**src/rtl/clk_ctl_pkg.sv**
```systemverilog
package clk_ctl_pkg;
  localparam int ADDR_W     = 12;
  localparam int DATA_W     = 32;
  localparam int STAT_W     = 7;
  localparam int LOCK_BIT   = 6;
  localparam int PDN_BIT    = 13;
  localparam int OVR_BIT    = 31;
  localparam int DIVA_LSB   = 23;
  localparam int DIVA_W     = 4;
  localparam int DIVB_LSB   = 23;
  localparam int DIVB_W     = 6;
  localparam int XTAL_LSB   = 6;
  localparam int XTAL_W     = 4;
  localparam int PLL_N      = 1 << XTAL_W;
  localparam int PLL_EW     = 16;
  localparam int PERIOD_MUL = 5;
  localparam int PERIOD_W   = $clog2(PERIOD_MUL * (1 << DIVB_W) + 1);
  localparam int BOR_W      = 16;
  localparam int LDO_W      = 5;
  localparam int RSC_W      = 6;

  localparam logic [ADDR_W-1:0] OFS_BOR  = 12'h030;
  localparam logic [ADDR_W-1:0] OFS_LDO  = 12'h034;
  localparam logic [ADDR_W-1:0] OFS_RAW  = 12'h050;
  localparam logic [ADDR_W-1:0] OFS_MSK  = 12'h054;
  localparam logic [ADDR_W-1:0] OFS_MIS  = 12'h058;
  localparam logic [ADDR_W-1:0] OFS_RSC  = 12'h05C;
  localparam logic [ADDR_W-1:0] OFS_CFGA = 12'h060;
  localparam logic [ADDR_W-1:0] OFS_PLL  = 12'h064;
  localparam logic [ADDR_W-1:0] OFS_CFGB = 12'h070;

  localparam logic [DATA_W-1:0] CFG_B_RST_NEW = 32'h0780_2810;

  function automatic logic [PLL_N*PLL_EW-1:0] build_table(
      input logic [PLL_EW-1:0] base, input logic [PLL_EW-1:0] step);
    logic [PLL_N*PLL_EW-1:0] t;
    t = '0;
    for (int i = 0; i < PLL_N; i++) begin
      t[i*PLL_EW +: PLL_EW] = base + PLL_EW'(i) * step;
    end
    return t;
  endfunction
endpackage

```
**src/rtl/clk_ctl_cfg.sv**
```systemverilog
module clk_ctl_cfg
  import clk_ctl_pkg::*;
#(
  parameter logic [DATA_W-1:0] CFG_A_RST = 32'h0780_2000
) (
  input  logic                clk,
  input  logic                rst_n,
  input  logic                class_new_i,
  input  logic                we_a_i,
  input  logic                we_b_i,
  input  logic [DATA_W-1:0]   wdata_i,
  output logic [DATA_W-1:0]   cfg_a_o,
  output logic [DATA_W-1:0]   cfg_b_o,
  output logic                lock_evt_o,
  output logic [PERIOD_W-1:0] period_o
);
  logic [DATA_W-1:0] cfg_a_q, cfg_b_q;
  logic              we_b_ok;
  logic [DIVB_W-1:0] div_sel;

  assign we_b_ok = we_b_i & class_new_i;

  always_ff @(posedge clk) begin
    if (!rst_n) begin
      cfg_a_q <= CFG_A_RST;
      cfg_b_q <= class_new_i ? CFG_B_RST_NEW : '0;
    end else begin
      if (we_a_i)  cfg_a_q <= wdata_i;
      if (we_b_ok) cfg_b_q <= wdata_i;
    end
  end

  // Power-up of the PLL: power-down flag falls on an accepted write.
  assign lock_evt_o = (we_a_i  & cfg_a_q[PDN_BIT] & ~wdata_i[PDN_BIT]) |
                      (we_b_ok & cfg_b_q[PDN_BIT] & ~wdata_i[PDN_BIT]);

  always_comb begin
    if (cfg_b_q[OVR_BIT]) div_sel = cfg_b_q[DIVB_LSB +: DIVB_W];
    else                  div_sel = DIVB_W'(cfg_a_q[DIVA_LSB +: DIVA_W]);
  end

  assign period_o = PERIOD_W'(PERIOD_MUL) * (PERIOD_W'(div_sel) + PERIOD_W'(1));
  assign cfg_a_o  = cfg_a_q;
  assign cfg_b_o  = cfg_b_q;

  // older class drops secondary-word writes
  a_r4_old_class_ignore: assert property (@(posedge clk) disable iff (!rst_n)
    (we_b_i && !class_new_i) |=> $stable(cfg_b_q));

  // primary field drives period when override is clear
  a_r3_primary_period: assert property (@(posedge clk) disable iff (!rst_n)
    (we_a_i && !we_b_i && !cfg_b_q[OVR_BIT]) |=>
      (int'(period_o) == PERIOD_MUL * (int'($past(wdata_i[DIVA_LSB +: DIVA_W])) + 1)));
endmodule

```
**src/rtl/clk_ctl_irq.sv**
```systemverilog
module clk_ctl_irq
  import clk_ctl_pkg::*;
(
  input  logic              clk,
  input  logic              rst_n,
  input  logic              lock_evt_i,
  input  logic              we_mask_i,
  input  logic              we_clr_i,
  input  logic [STAT_W-1:0] wbits_i,
  output logic [STAT_W-1:0] raw_o,
  output logic [STAT_W-1:0] mask_o,
  output logic              irq_o
);
  logic [STAT_W-1:0] raw_q, mask_q, clr_bits, set_bits;

  assign clr_bits = we_clr_i ? wbits_i : '0;
  assign set_bits = lock_evt_i ? STAT_W'(1 << LOCK_BIT) : '0;

  always_ff @(posedge clk) begin
    if (!rst_n) begin
      raw_q  <= '0;
      mask_q <= '0;
    end else begin
      raw_q <= (raw_q & ~clr_bits) | set_bits;
      if (we_mask_i) mask_q <= wbits_i;
    end
  end

  assign raw_o  = raw_q;
  assign mask_o = mask_q;
  assign irq_o  = |(raw_q & mask_q);

  // lock event lands in the raw status
  a_r2_lock_sets_raw: assert property (@(posedge clk) disable iff (!rst_n)
    lock_evt_i |=> raw_q[LOCK_BIT]);

  // write-one-to-clear removes every written bit
  a_r6_w1c_clears: assert property (@(posedge clk) disable iff (!rst_n)
    (we_clr_i && !lock_evt_i) |=> ((raw_q & $past(wbits_i)) == '0));

  // mask keeps the written bits
  a_r6_mask_load: assert property (@(posedge clk) disable iff (!rst_n)
    we_mask_i |=> (mask_q == $past(wbits_i)));
endmodule

```
**src/rtl/clk_ctl_pll_lut.sv**
```systemverilog
module clk_ctl_pll_lut
  import clk_ctl_pkg::*;
#(
  parameter logic [PLL_N*PLL_EW-1:0] TBL_NEW = '0,
  parameter logic [PLL_N*PLL_EW-1:0] TBL_OLD = '0
) (
  input  logic              class_new_i,
  input  logic [XTAL_W-1:0] xtal_i,
  output logic [PLL_EW-1:0] value_o
);
  logic [PLL_EW-1:0] ent_new [PLL_N];
  logic [PLL_EW-1:0] ent_old [PLL_N];

  for (genvar g = 0; g < PLL_N; g++) begin : g_unpack
    assign ent_new[g] = TBL_NEW[g*PLL_EW +: PLL_EW];
    assign ent_old[g] = TBL_OLD[g*PLL_EW +: PLL_EW];
  end

  assign value_o = class_new_i ? ent_new[xtal_i] : ent_old[xtal_i];
endmodule

```
**src/rtl/clk_ctl_unit.sv**
```systemverilog
module clk_ctl_unit
  import clk_ctl_pkg::*;
#(
  parameter logic [DATA_W-1:0]       CFG_A_RST   = 32'h0780_2000,
  parameter logic [PLL_N*PLL_EW-1:0] PLL_TBL_NEW = build_table(16'h3000, 16'h0107),
  parameter logic [PLL_N*PLL_EW-1:0] PLL_TBL_OLD = build_table(16'h1800, 16'h00C3)
) (
  input  logic                clk,
  input  logic                rst_n,
  input  logic                class_new_i,
  input  logic                wr_en_i,
  input  logic [ADDR_W-1:0]   addr_i,
  input  logic [DATA_W-1:0]   wdata_i,
  output logic [DATA_W-1:0]   rdata_o,
  output logic [PERIOD_W-1:0] period_o,
  output logic                irq_o
);
  logic [DATA_W-1:0] cfg_a, cfg_b;
  logic [STAT_W-1:0] raw, mask;
  logic [PLL_EW-1:0] pll_val;
  logic              lock_evt;
  logic [BOR_W-1:0]  bor_q;
  logic [LDO_W-1:0]  ldo_q;
  logic [RSC_W-1:0]  rsc_q;

  logic we_a, we_b, we_msk, we_mis, we_bor, we_ldo, we_rsc;
  assign we_a   = wr_en_i && (addr_i == OFS_CFGA);
  assign we_b   = wr_en_i && (addr_i == OFS_CFGB);
  assign we_msk = wr_en_i && (addr_i == OFS_MSK);
  assign we_mis = wr_en_i && (addr_i == OFS_MIS);
  assign we_bor = wr_en_i && (addr_i == OFS_BOR);
  assign we_ldo = wr_en_i && (addr_i == OFS_LDO);
  assign we_rsc = wr_en_i && (addr_i == OFS_RSC);

  clk_ctl_cfg #(.CFG_A_RST(CFG_A_RST)) u_cfg (
    .clk(clk), .rst_n(rst_n), .class_new_i(class_new_i),
    .we_a_i(we_a), .we_b_i(we_b), .wdata_i(wdata_i),
    .cfg_a_o(cfg_a), .cfg_b_o(cfg_b), .lock_evt_o(lock_evt),
    .period_o(period_o)
  );

  clk_ctl_irq u_irq (
    .clk(clk), .rst_n(rst_n), .lock_evt_i(lock_evt),
    .we_mask_i(we_msk), .we_clr_i(we_mis), .wbits_i(wdata_i[STAT_W-1:0]),
    .raw_o(raw), .mask_o(mask), .irq_o(irq_o)
  );

  clk_ctl_pll_lut #(.TBL_NEW(PLL_TBL_NEW), .TBL_OLD(PLL_TBL_OLD)) u_lut (
    .class_new_i(class_new_i), .xtal_i(cfg_a[XTAL_LSB +: XTAL_W]),
    .value_o(pll_val)
  );

  always_ff @(posedge clk) begin
    if (!rst_n) begin
      bor_q <= '0;
      ldo_q <= '0;
      rsc_q <= '0;
    end else begin
      if (we_bor) bor_q <= wdata_i[BOR_W-1:0];
      if (we_ldo) ldo_q <= wdata_i[LDO_W-1:0];
      if (we_rsc) rsc_q <= wdata_i[RSC_W-1:0];
    end
  end

  always_comb begin
    unique case (addr_i)
      OFS_BOR:  rdata_o = DATA_W'(bor_q);
      OFS_LDO:  rdata_o = DATA_W'(ldo_q);
      OFS_RAW:  rdata_o = DATA_W'(raw);
      OFS_MSK:  rdata_o = DATA_W'(mask);
      OFS_MIS:  rdata_o = DATA_W'(raw & mask);
      OFS_RSC:  rdata_o = DATA_W'(rsc_q);
      OFS_CFGA: rdata_o = cfg_a;
      OFS_PLL:  rdata_o = DATA_W'(pll_val);
      OFS_CFGB: rdata_o = cfg_b;
      default:  rdata_o = '0;
    endcase
  end

  // reset-cause register keeps only its low bits
  a_r8_rsc_trunc: assert property (@(posedge clk) disable iff (!rst_n)
    we_rsc |=> (rsc_q == $past(wdata_i[RSC_W-1:0])));

  // interrupt line agrees with masked view
  a_r7_irq_level: assert property (@(posedge clk) disable iff (!rst_n)
    (addr_i == OFS_MIS) |-> (irq_o == (rdata_o != '0)));
endmodule

```
**config.mk**
```make
export PLATFORM = sky130hd
export DESIGN_NAME = clk_ctl_unit
export DESIGN_NICKNAME = d
export VERILOG_FILES = /design/src/rtl/clk_ctl_pkg.sv /design/src/rtl/clk_ctl_cfg.sv /design/src/rtl/clk_ctl_irq.sv /design/src/rtl/clk_ctl_pll_lut.sv /design/src/rtl/clk_ctl_unit.sv
export SDC_FILE = /design/constraint.sdc
export NUM_CORES = 1
export LEC_CHECK = 0
export ABC_CLOCK_PERIOD_IN_PS = 5200
export BUFFER_PORTS_ARGS = -buffer_cell sky130_fd_sc_hd__buf_2
export CAP_MARGIN = 0
export CELL_PAD_IN_SITES_DETAIL_PLACEMENT = 0
export CELL_PAD_IN_SITES_GLOBAL_PLACEMENT = 1
export CORE_ASPECT_RATIO = 1.5
export CORE_MARGIN = 4
export CORE_UTILIZATION = 45
export CTS_BUF_LIST = sky130_fd_sc_hd__clkbuf_4
export DETAILED_ROUTE_END_ITERATION = 6
export PLACE_DENSITY = 0.82
export SLEW_MARGIN = 20
export SYNTH_ARGS = -nofsm -noshare
export SYNTH_HDL_FRONTEND = slang
export SYNTH_HIERARCHICAL = 1
export SYNTH_SLANG_ARGS = --single-unit
```
**constraint.sdc**
```tcl
create_clock -name clk -period 5.2 [get_ports clk]
set_input_delay 1.04 -clock clk [delete_from_list [all_inputs] [get_ports clk]]
set_output_delay 1.04 -clock clk [all_outputs]
set_load 0.01 [all_outputs]
```
After elaboration in Yosys (flattened, before gate mapping) --
Memory sizes are Yosys's and may differ from the RTL's. Index checks and enable logic that the tools add are counted.
Word-level totals: bits in read-only memories 512, register bits after elaboration 105, output and inout port bits 42, memories kept 2, bits in latches 0, memory bits (writable) 0, bits of input ports 48, logic and storage cells 55
Cells by class: shift operators 0, mux-type cells 12, $mul 1, bitwise gates (word level) 13, order comparisons 1, reductions and logical operators 8, divide/modulo/power cells 0, eq/ne operators 10, $add $sub $neg 1
Memory list:
- (no name shown) | words 16, bits a word 16, read ports 1, clocked after memory_dff 0, wr ports 0, RTL line clk_ctl_pll_lut.sv:19 | assign value_o = class_new_i ? ent_new[xtal_i] : ent_old[xtal_i];
- (no name shown) | words 16, bits a word 16, read ports 1, clocked after memory_dff 0, wr ports 0, RTL line clk_ctl_pll_lut.sv:19
Operators by type and width (number):
- one-hot mux 32 bit (9 select lines) | 1
- == test 12 x 7 -> 1 bit (second input constant) | 7
- two-way mux 16 bit | 5
- two-way mux 32 bit | 2
- two-way mux 27 bit | 1
- == test 12 x 6 -> 1 bit (second input constant) | 2
- bitwise AND 7 bit | 3
- two-way mux 7 bit | 2
- multiplier 3 x 9 -> 9 bit (first input constant) | 1
- adder 6 x 1 -> 7 bit (second input constant) | 1
- logical AND 1 bit | 7
- NOT 7 bit | 1
- OR 7 bit | 1
- OR reduction 7 bit | 1
- two-way mux 6 bit | 1
- bitwise AND 1 bit | 5
- >= comparator 5 bit (second input constant) | 1
- NOT 4 -> 5 bit | 1
- != test 2 x 1 -> 1 bit (second input constant) | 1
- NOT 1 bit | 1
- OR 1 bit | 1

Longest topological paths before layout --
depth in word-level cells 8, depth in mapped cells 16, gate-level depth less buffers 15

By module --
The synthesis kept the hierarchy.
Modules (own cells, without submodules):
- clk_ctl_cfg | times used 1, cells each 246, seq. area each 1601.5 um2, area each 2894.0 um2
- clk_ctl_unit | times used 1, cells each 255, seq. area each 540.5 um2, area each 2093.3 um2
- clk_ctl_irq | times used 1, cells each 48, seq. area each 280.3 um2, area each 510.5 um2
- clk_ctl_pll_lut | times used 1, cells each 61, seq. area each 0.0 um2, area each 461.7 um2

Worst setup path after synthesis --
OpenSTA, ideal clock, no wires.
path kind register -> output, start register u_cfg.cfg_b_q[31] (netlist: u_cfg/cfg_b_o[31]), end output period_o[8], stages on the path, launching flop included 16, required time 4.160 ns, arrival 3.206 ns, slack 0.954 ns, path buffers 1, cell sequence edfxtp_1 -> clkbuf_8 -> mux2i_1 -> inv_1 -> ha_1 -> nand3_1 -> xnor2_1 -> nand2_1 -> o21ai_0 -> ha_1 -> ha_1 -> a21o_1 -> a21oi_1 -> o21bai_1 -> maj3_2 -> o211ai_2
Between the ends: cells in the longest elaborated chain, start to end 3
Ends and longest elaborated chain:
- start: declaration | RTL line clk_ctl_cfg.sv:17 | logic [DATA_W-1:0] cfg_a_q, cfg_b_q;
- start signal: assignment | RTL line clk_ctl_cfg.sv:26 | cfg_b_q <= class_new_i ? CFG_B_RST_NEW : '0;
- start signal: assignment | RTL line clk_ctl_cfg.sv:29 | if (we_b_ok) cfg_b_q <= wdata_i;
- two-way mux 6 bit | RTL line clk_ctl_cfg.sv:38 | if (cfg_b_q[OVR_BIT]) div_sel = cfg_b_q[DIVB_LSB +: DIVB_W];
- adder 6 x 1 -> 7 bit | RTL line clk_ctl_cfg.sv:42 | assign period_o = PERIOD_W'(PERIOD_MUL) * (PERIOD_W'(div_sel) + PERIOD_W'(1));
- multiplier 3 x 9 -> 9 bit | RTL line clk_ctl_cfg.sv:42
- end: declaration | RTL line clk_ctl_unit.sv:15 | output logic [PERIOD_W-1:0] period_o,
No other way between the ends.

Worst setup path in the final report --
Same ends and word-level chain as after synthesis.

==> metrics.txt <==
Yosys cell types 62; ys flop type dfxtp_1; Placed Cells 827; CP endpoint kind primary output; clock buffer depth 2; CTS Buf Count 9; routed vias 4803; YS warnings 6; Layout area overhead 11.5%; Final Hold Fails 0; Post-synth top cells dfxtp_1, mux2i_1, nand2_1; CTS tree done; Switching Fraction 0.264; DRC 0; slew margin rel. 0.250; max incr delay on CP 420 ps; # nets final 749; skew final 5.48 ps; count leader, synth dfxtp_1; Non-Filler Instances 848; total congestion overflow 0; Total GRT Usage 0.206; Mapped Cells 610; core area 13000 µm²; CP required 4160 ps; Initial Utilization 0.460; DP Worst Slack 587 ps; starting DRC count in detailed routing 307; Avg WL per Cell 18.2 µm; post-DP HPWL 11100 µm; Die Ht 149 µm; vias per inst 5.66; Setup Fix Bufs, Post-CTS 0; mean post-synth cell area 9.77 µm²; CTS resizes 0; Die W 102 µm; largest net degree at the start of global routing 64; Logic pwr share 0.149; outcome finished clean; Synth async-reset ratio 0; setup total negative slack 0 ps; Sink Count 105; initial antenna violation count 1; Crit Path Class reg2out; clock period minus worst slack 4900 ps; setup ws final 298 ps; Post-Syn Area 5960 µm²; Max Cap Violations 0; Slowest cell on crit path edfxtp_1; row count 51; # H-tree levels 3; Worst-path clk slew 160 ps; die area 15200 µm²; gpl congestion 0.883; vias in the first global route 4842; most used cell, CP ha_1; Synth area leader dfxtp_1; CP arrival 3860 ps; area of placed instances 6460 µm²; DRT Pass-1 Iters 5; PwrDens 239 nW/µm²; Reg power frac 0.554; clock network power share 0.297; sequential area share after synthesis 0.406; Fillers 1212; fraction of layout cells with a size suffix above 1 0.204; slew of the pin with the lowest slew margin 1120 ps; switching power 419 µW; DRT antenna net count 0; final instance area 6640 µm²; Final Setup Violations 0; critical-path cell list buf_4 -> mux2_2 -> ha_1 -> nand3_1 -> xnor2_1 -> nand2_1 -> o21ai_0 -> ha_1 -> ha_1 -> a21o_1 -> a21oi_1 -> o21bai_1 -> maj3_2 -> o211ai_2 -> buf_2; Port-buffer cells 89; r2r setup slk 4180 ps; period utilization 0.943; first-pass GRT wire length 24700 µm; worst skew pair latency 470 ps; CP max FO 5; Leak 0.00268 µW; FF/Latch Area 2420 µm²; Internal 1170 µW; RSZ-0062 raised after global routing no; Area contributors post-synth dfxtp_1, edfxtp_1, mux2i_1, nor2b_1, ha_1; cts hold-fix bufs 0; Synth top area share 0.245; EDFF count, synth 32; routed wire length 15400 µm; Worst VDD drop 0.143 mV; CTS root buffer clkbuf_4; I/O pin total 90; Fmax 0.204 GHz; min-delay worst type reg2reg; max-slew violation count 0; area occupied by multi-input gates 3230 µm²; synthesized flop and latch total 105; CP Launch Type flip-flop; Hold WS 468 ps
[worst paths after layout]
check | startpoint | end | cells past startpoint
max | u_cfg/cfg_b_o[31]$_SDFFCE_PN0P_ | period_o[8] | 15
min | u_irq/raw_o[5]$_SDFF_PN0_ | u_irq/raw_o[5]$_SDFF_PN0_ | 2
max reg2reg | u_cfg/cfg_b_o[13]$_DFFE_PP_ | u_irq/raw_o[6]$_SDFF_PN0_ | 3
min reg2reg | u_irq/raw_o[5]$_SDFF_PN0_ | u_irq/raw_o[5]$_SDFF_PN0_ | 2
[cells in the final DEF, fill, tap and decap left out, drive strengths merged, types with 19 or more instances in the layout]
master,count
nor2b,56
edfxtp,32
inv,23
nand2,58
and2,26
o21ai,21
nand3,22
dfxtp,73
a21oi,19
buf,102
mux2i,68
nor2,20
[metrics by stage]
| step | utilization | power (µW) |
|---|---|---|
| after floorplan | - | 1050 |
| after global placement | 0.499 | 1120 |
| after detailed placement | 0.499 | 1130 |
| after CTS | 0.511 | 1600 |
| after global routing | 0.513 | 1660 |
| final | 0.513 | 1590 |
[state kept, by name, summed over array words and instances (netlist names)]
signal / count
u_cfg/cfg_b_o: 32
rsc_q: 6
u_irq/mask_o: 7
ldo_q: 5
bor_q: 16
u_irq/raw_o: 7
u_cfg/cfg_a_o: 32
[layer usage]
metal,share of wire,wire length (µm),track usage,up-vias
met5,0,0,0,-
met4,0.028,435,0.0880,0
met3,0.051,789,0.0346,33
met2,0.50,7780,0.352,147
met1,0.42,6440,0.254,2293
li1,-,-,-,2330
[area by class of cell]
| type | count | area share |
|---|---|---|
| Inverter | 22 | 0.0124 |
| Sequential cell | 105 | 0.365 |
| Tap cell | 159 | 0.0299 |
| Antenna cell | 2 | 0.000753 |
| Timing Repair Buffer | 102 | 0.0817 |
| Clock buffer | 10 | 0.0113 |
| Multi-Input combinational cell | 442 | 0.487 |
| Clock inverter | 6 | 0.0124 |
[power groups by stage]
stage               clock, µW  sequential (µW)  combinational [µW]
detailed placement          0              899                 233
global route              513              881                 266
floorplan                   0              894                 152
finish                    471              879                 237
CTS                       481              881                 235
global placement            0              898                 226
[critical path: cells and delay by family, from the launching register on]
kind,cells,cell delay [ps]
buffers and inverters,2,300
AOI/OAI and AO/OA,5,840
DFF,1,420
xor gates and xnor gates,1,130
adders and majority gates,4,1180
muxes,1,330
and+or+nand+nor,2,200
[kinds of logic after synthesis]
logic type | synth area share
and+or+nand+nor | 0.201
AOI/OAI and AO/OA | 0.148
DFF | 0.406
muxes | 0.131
buffers and inverters | 0.0525
adders and majority gates | 0.0430
xor gates and xnor gates | 0.0176
other | 0.000629
(Power assumes the default switching activity.)
